`config.mk`:
```
export PLATFORM = sky130hd
export DESIGN_NAME = pred_gate
export DESIGN_NICKNAME = d
export VERILOG_FILES = /design/src/rtl/pred_pkg.sv /design/src/rtl/pred_cond_eval.sv /design/src/rtl/pred_flag_reg.sv /design/src/rtl/pred_gate.sv
export SDC_FILE = /design/constraint.sdc
export NUM_CORES = 1
export LEC_CHECK = 0
export CAP_MARGIN = 20
export CORE_UTILIZATION = 32
export CTS_BUF_LIST = sky130_fd_sc_hd__clkbuf_2 sky130_fd_sc_hd__clkbuf_4 sky130_fd_sc_hd__clkbuf_8
export DETAILED_ROUTE_END_ITERATION = 12
export PLACE_DENSITY = 0.81
export SLEW_MARGIN = 20
export SYNTH_ARGS = -nofsm -noshare
export SYNTH_HDL_FRONTEND = slang
export SYNTH_SLANG_ARGS = --single-unit
```
`constraint.sdc`:
```
create_clock -name clk -period 2.95 [get_ports clk]
set_clock_uncertainty 0.1 [all_clocks]
set_input_delay 0.885 -clock clk [delete_from_list [all_inputs] [get_ports clk]]
set_output_delay 0.885 -clock clk [all_outputs]
set_load 0.01 [all_outputs]
```
`src/rtl/pred_pkg.sv`:
```
package pred_pkg;

  // Status flags, most significant first: negative, zero, carry, overflow
  typedef struct packed {
    logic n;
    logic z;
    logic c;
    logic v;
  } nzcv_t;

  localparam int unsigned FLAG_W = $bits(nzcv_t);
  localparam int unsigned COND_W = 4;

  typedef enum logic [COND_W-1:0] {
    P_ZSET  = 4'd0,
    P_ZCLR  = 4'd1,
    P_CSET  = 4'd2,
    P_CCLR  = 4'd3,
    P_NSET  = 4'd4,
    P_NCLR  = 4'd5,
    P_VSET  = 4'd6,
    P_VCLR  = 4'd7,
    P_UGT   = 4'd8,
    P_ULE   = 4'd9,
    P_SGE   = 4'd10,
    P_SLT   = 4'd11,
    P_SGT   = 4'd12,
    P_SLE   = 4'd13,
    P_ALW   = 4'd14,
    P_RSVD  = 4'd15
  } pred_e;

endpackage

```
`src/rtl/pred_cond_eval.sv`:
```
module pred_cond_eval
  import pred_pkg::*;
(
  input  logic [COND_W-1:0] code_i,
  input  nzcv_t             flags_i,
  output logic              pass_o,
  output logic              rsvd_o
);

  logic sign_eq;

  always_comb begin
    sign_eq = (flags_i.n == flags_i.v);
    pass_o  = 1'b0;
    rsvd_o  = 1'b0;
    case (pred_e'(code_i))
      P_ZSET: pass_o = flags_i.z;
      P_ZCLR: pass_o = !flags_i.z;
      P_CSET: pass_o = flags_i.c;
      P_CCLR: pass_o = !flags_i.c;
      P_NSET: pass_o = flags_i.n;
      P_NCLR: pass_o = !flags_i.n;
      P_VSET: pass_o = flags_i.v;
      P_VCLR: pass_o = !flags_i.v;
      P_UGT:  pass_o = flags_i.c && !flags_i.z;
      P_ULE:  pass_o = !flags_i.c || flags_i.z;
      P_SGE:  pass_o = sign_eq;
      P_SLT:  pass_o = !sign_eq;
      P_SGT:  pass_o = !flags_i.z && sign_eq;
      P_SLE:  pass_o = flags_i.z || !sign_eq;
      P_ALW:  pass_o = 1'b1;
      default: begin
        pass_o = 1'b0;
        rsvd_o = 1'b1;
      end
    endcase
  end


  always_comb begin
    rsvd_never_pass_chk: assert (!(rsvd_o && pass_o));
  end

endmodule

```
`src/rtl/pred_flag_reg.sv`:
```
module pred_flag_reg
  import pred_pkg::*;
(
  input  logic  clk,
  input  logic  rst,
  input  logic  load_i,
  input  nzcv_t d_i,
  output nzcv_t q_o
);

  always_ff @(posedge clk) begin
    if (rst)
      q_o <= '0;
    else if (load_i)
      q_o <= d_i;
  end


  flag_hold_chk: assert property (@(posedge clk) disable iff (rst)
    (!$past(rst) && !$past(load_i)) |-> $stable(q_o));

endmodule

```
`src/rtl/pred_gate.sv`:
```
module pred_gate
  import pred_pkg::*;
#(
  parameter int unsigned DATA_W = 32
) (
  input  logic              clk,
  input  logic              rst,
  input  logic              in_valid_i,
  input  logic [DATA_W-1:0] instr_i,
  input  logic              upd_en_i,
  input  logic [FLAG_W-1:0] new_flags_i,
  output logic              exec_o,
  output logic              skip_o,
  output logic              rsvd_o,
  output logic [FLAG_W-1:0] flags_o
);

  localparam int unsigned COND_LSB = DATA_W - COND_W;

  logic [COND_W-1:0] code;
  logic              pass;
  logic              rsvd;
  logic              flag_load;
  nzcv_t             cur_flags;
  logic              unused_low_bits;

  assign code            = instr_i[DATA_W-1:COND_LSB];
  assign unused_low_bits = ^instr_i[COND_LSB-1:0];

  pred_cond_eval u_eval (
    .code_i  (code),
    .flags_i (cur_flags),
    .pass_o  (pass),
    .rsvd_o  (rsvd)
  );

  assign flag_load = in_valid_i && upd_en_i && pass;

  pred_flag_reg u_flags (
    .clk    (clk),
    .rst    (rst),
    .load_i (flag_load),
    .d_i    (nzcv_t'(new_flags_i)),
    .q_o    (cur_flags)
  );

  assign flags_o = cur_flags;

  always_ff @(posedge clk) begin
    if (rst) begin
      exec_o <= 1'b0;
      skip_o <= 1'b0;
      rsvd_o <= 1'b0;
    end else begin
      exec_o <= in_valid_i && pass;
      skip_o <= in_valid_i && !pass;
      rsvd_o <= in_valid_i && rsvd;
    end
  end


  idle_quiet_chk: assert property (@(posedge clk) disable iff (rst)
    !$past(in_valid_i) |-> (!exec_o && !skip_o && !rsvd_o));


  exec_skip_excl_chk: assert property (@(posedge clk) disable iff (rst)
    !(exec_o && skip_o));


  rsvd_no_exec_chk: assert property (@(posedge clk) disable iff (rst)
    rsvd_o |-> (skip_o && !exec_o));


  always_code_chk: assert property (@(posedge clk) disable iff (rst)
    (!$past(rst) && $past(in_valid_i && (instr_i[DATA_W-1:COND_LSB] == 4'hE)))
      |-> exec_o);


  flag_load_chk: assert property (@(posedge clk) disable iff (rst)
    (!$past(rst) && $past(in_valid_i && upd_en_i) && exec_o)
      |-> (flags_o == $past(new_flags_i)));

endmodule

```
==> flow_results.org <==
** CTS
- Clock transition at the registers of the reported paths :: 60 ps
- CTS built an H-tree with a depth of 1.
- The clock reaches the later pin of the worst-skew pair after 250 ps.
- Clk sink count :: 7
- Gates resized during post-CTS repair numbered 0.
- The root buffer cell chosen for the clock tree is sky130_fd_sc_hd__clkbuf_4.
- CTS tree :: done
- In this run the deepest clock path goes through 2 buffers.
- Number of buffers inserted by hold repair at cts :: 0
- Buffer count from post-CTS setup fixing :: 0
- Buffers inserted during clock tree synthesis total 3.

** Timing
- Final Hold Vio Count :: 0
- Max_slew headroom :: 76.9%
- Setup violations remaining at the end of the flow were counted as 0.
- Post-route worst setup slack :: 225 ps
- Static timing analysis puts the maximum clock frequency at 367 MHz.
- The final max-slew violation count came to 0.
- Shortest period the worst path allows :: 2730 ps
- Setup repair after global routing left no endpoint under its margin.
- The worst path uses 92.4% of the clock period.
- For the pin with the worst max-slew slack, the measured transition is 343 ps.

** Floorplanning
- Total Die Area :: 1860 um2
- The floorplan has 14 rows.
- The total area inside the core boundary comes to 1540 um2.
- Initial core utilization :: 35.1%
- In this run the vertical extent of the chip is 43.1 um.
- From left edge to right edge, the die measures 43.1 um.
- Number of ports placed on the die boundary :: 47

** Synthesis
- By area, the combinational part of the netlist is dominated by simple AND/OR/NAND/NOR gates.
- Syn_nets :: 99
- In this run the cell area of the synthesized design comes to 542 um2.
- Share of synthesized cell area in and, or, nand and nor gates :: 36.5%
- Averaged over all synthesized cells, the footprint is 9.18 um2.
- Portion of the post-synthesis area used by sequential elements :: 25.9%
- Xor/xnor share of the synthesized area :: 3.23%
- Synthesized-area fraction occupied by ao, oa, aoi and oai cells :: 16.9%
- Number of distinct library cell variants in the gate-level netlist after synthesis :: 31
- Post-synthesis cell count :: 59
- Yosys warnings :: 0
- After synthesis, the share of cell area in mux cells is 12.0%.
- Seq cells post-synth :: 7
- The synthesized netlist devotes 0% of its cell area to adder and majority cells.

** Global routing
- After global routing the overflow that remains totals 0.
- The first global-routing pass estimated 1800 um of wire.
- Vias in the first global route :: 444
- Entering global routing, the biggest net connects 11 pins.
- The initial antenna violation count is 0.
- For this run, the total global-route usage over all layers was measured as 12.9%.

** Route
- Total iterations of the first detailed-routing run :: 4
- The count of nets left with antenna violations once routing finished came out at 0.
- The detailed router finished its first iteration with 3 violations.
- Using the TritonRoute via totals, the vias-per-cell ratio works out to 5.22.
- The routed layout has 512 vias.
- Detailed-route wire length :: 1120 um
- Dividing the detail-routed wire length by the instance count gives 11.4 um.
- Post-detailed-route DRC marker count :: 0

** Power and ir drop
- Total power for the finished layout comes to 0.272 mW.
- In this run the static leakage power is 0.326 nW.
- IR analysis of the VDD net gives a maximum drop of 0.000224 V.
- Dividing total power by cell area gives a power density of 347 nW/um2.

** Outcome
- The run finished with clean final reports.

** Critical path
- At the worst endpoint, the required time is 3030 ps.
- The slowest stage of the critical path is the sky130_fd_sc_hd__clkdlybuf4s50_1 cell.
- Crit-path max cell delay :: 630 ps
- Data arrival at the endpoint of the critical path :: 2800 ps
- The signal on the critical path passes through clkdlybuf4s50_1 > and4b_1 > a32oi_1 > nand3_1 > o41ai_4 > buf_4 > mux2i_1.
- STA classifies the critical path endpoint as a flop.
- The worst setup path is of the input port to flop kind.
- Of all nets on the critical path, the largest fanout is 9.
- The worst setup path is launched from an input port.

** Hold path
- The path class of the tightest hold or removal check is flop to flop.

** Flow run
- The tool flagged a number of max-cap violations equal to 0.

** Place
- At the end of routability-driven placement, the weighted congestion stood at 0.786.
- Detailed-placement wirelength estimate :: 846 um
- Buffers placed on the I/O ports in this run total 18.
- OpenSTA, run right after detailed placement, puts the worst setup slack at -22.8 ps.

** Cells and area
- Relative to the synthesized area, the layout overhead comes to 44.6%.
- Of the cells placed in the final design, the portion with a size suffix greater than 1 is 18.3%.
- Cells fill 50.8% of the core in the end.
- Net count of the finished layout :: 123
- Count of inserted antenna diode cells :: 0
- Commonest cells after routing, fill and taps aside :: sky130_fd_sc_hd__clkdlybuf4s50_1 (18), sky130_fd_sc_hd__nand2b_1 (11), sky130_fd_sc_hd__dfxtp_1 (7), sky130_fd_sc_hd__mux2i_1 (5), sky130_fd_sc_hd__buf_4 (5)
- Leaving out fill and tap cells, the most frequent cell in the layout is sky130_fd_sc_hd__clkdlybuf4s50_1.
worst paths after layout:
| path | cells past startpoint | slack [ps] | to | start |
|---|---|---|---|---|
| max | 7 | 220 | u_flags.q_o[0] | instr_i[29] |
| min | 2 | 440 | u_flags.q_o[1] | u_flags.q_o[1] |
| max reg2reg | 6 | 1100 | u_flags.q_o[0] | u_flags.q_o[3] |
| min reg2reg | 2 | 440 | u_flags.q_o[1] | u_flags.q_o[1] |
routing by layer:
layer	vias up	wire (um)	share of wire [%]	global-route usage, %
met1	232	540	48	17.2
met3	2	62	5.5	4.26
met2	16	500	45	18.8
met4	0	15	1.3	5.45
met5	-	0	0	0
li1	262	-	-	-
state kept, by name, summed over array words and instances (netlist names):
signal and cells:
exec_o 1, rsvd_o 1, skip_o 1, u_flags.q_o 4
logic make-up after synthesis:
group | Yosys count
mux | 6
flops | 7
buf+inv | 5
simple gates | 31
compound gates | 8
xor+xnor | 2
stage by stage:
stage | std cells | setup TNS [ps] | hold slack [ps] | instance area [um2]
floorplan | 59 | 0 | 430 | 542
global placement | 94 | 0 | 422 | 753
detailed placement | 94 | -79.4 | 438 | 753
CTS | 98 | 0 | 447 | 783
global route | 98 | 0 | 480 | 783
finish | 98 | 0 | 443 | 783
where the power goes:
group	total [mW]	internal, mW	switching (mW)
clock	0.0966	0.0608	0.0358
combinational	0.0713	0.0423	0.0291
sequential	0.104	0.0990	0.00462
total	0.272	0.202	0.0695
synthesized netlist by cell type (all sizes together):
cell	number	area, um2
xor2	2	17.5
dfxtp	7	140
nand2	1	3.75
inv	1	3.75
nand2b	11	68.8
and2	1	6.26
a22oi	1	7.51
o41ai	1	27.5
a21boi	1	7.51
or4	1	7.51
or3	2	12.5
nand3	2	10.0
and3b	2	18.8
buf	4	26.3
and4b	1	10.0
nand3b	1	7.51
mux2	1	15.0
mux2i	5	50.1
nor2	2	7.51
a31oi	1	6.26
nand4	2	12.5
nor2b	3	21.3
a32oi	2	25.0
nor4	1	6.26
o31ai	1	12.5
o21ai	1	5.00
nor3	1	5.00
worst max-delay path: cells and delay by family:
kind,cells,cell delay (ps)
AOI/OAI and AO/OA,2,510
buffers and inverters,2,820
and+or+nand+nor,2,410
muxes,1,170
layout make-up:
class                           instances  area [um2]
Tap cell                               16        20.0
Sequential cell                         7         140
Inverter                                1        3.75
Timing Repair Buffer                   23         218
Clock buffer                            4        30.0
Multi-Input combinational cell         47         372
Fill cell                             142         758
No activity file was read; power rests on OpenSTA's default activity.
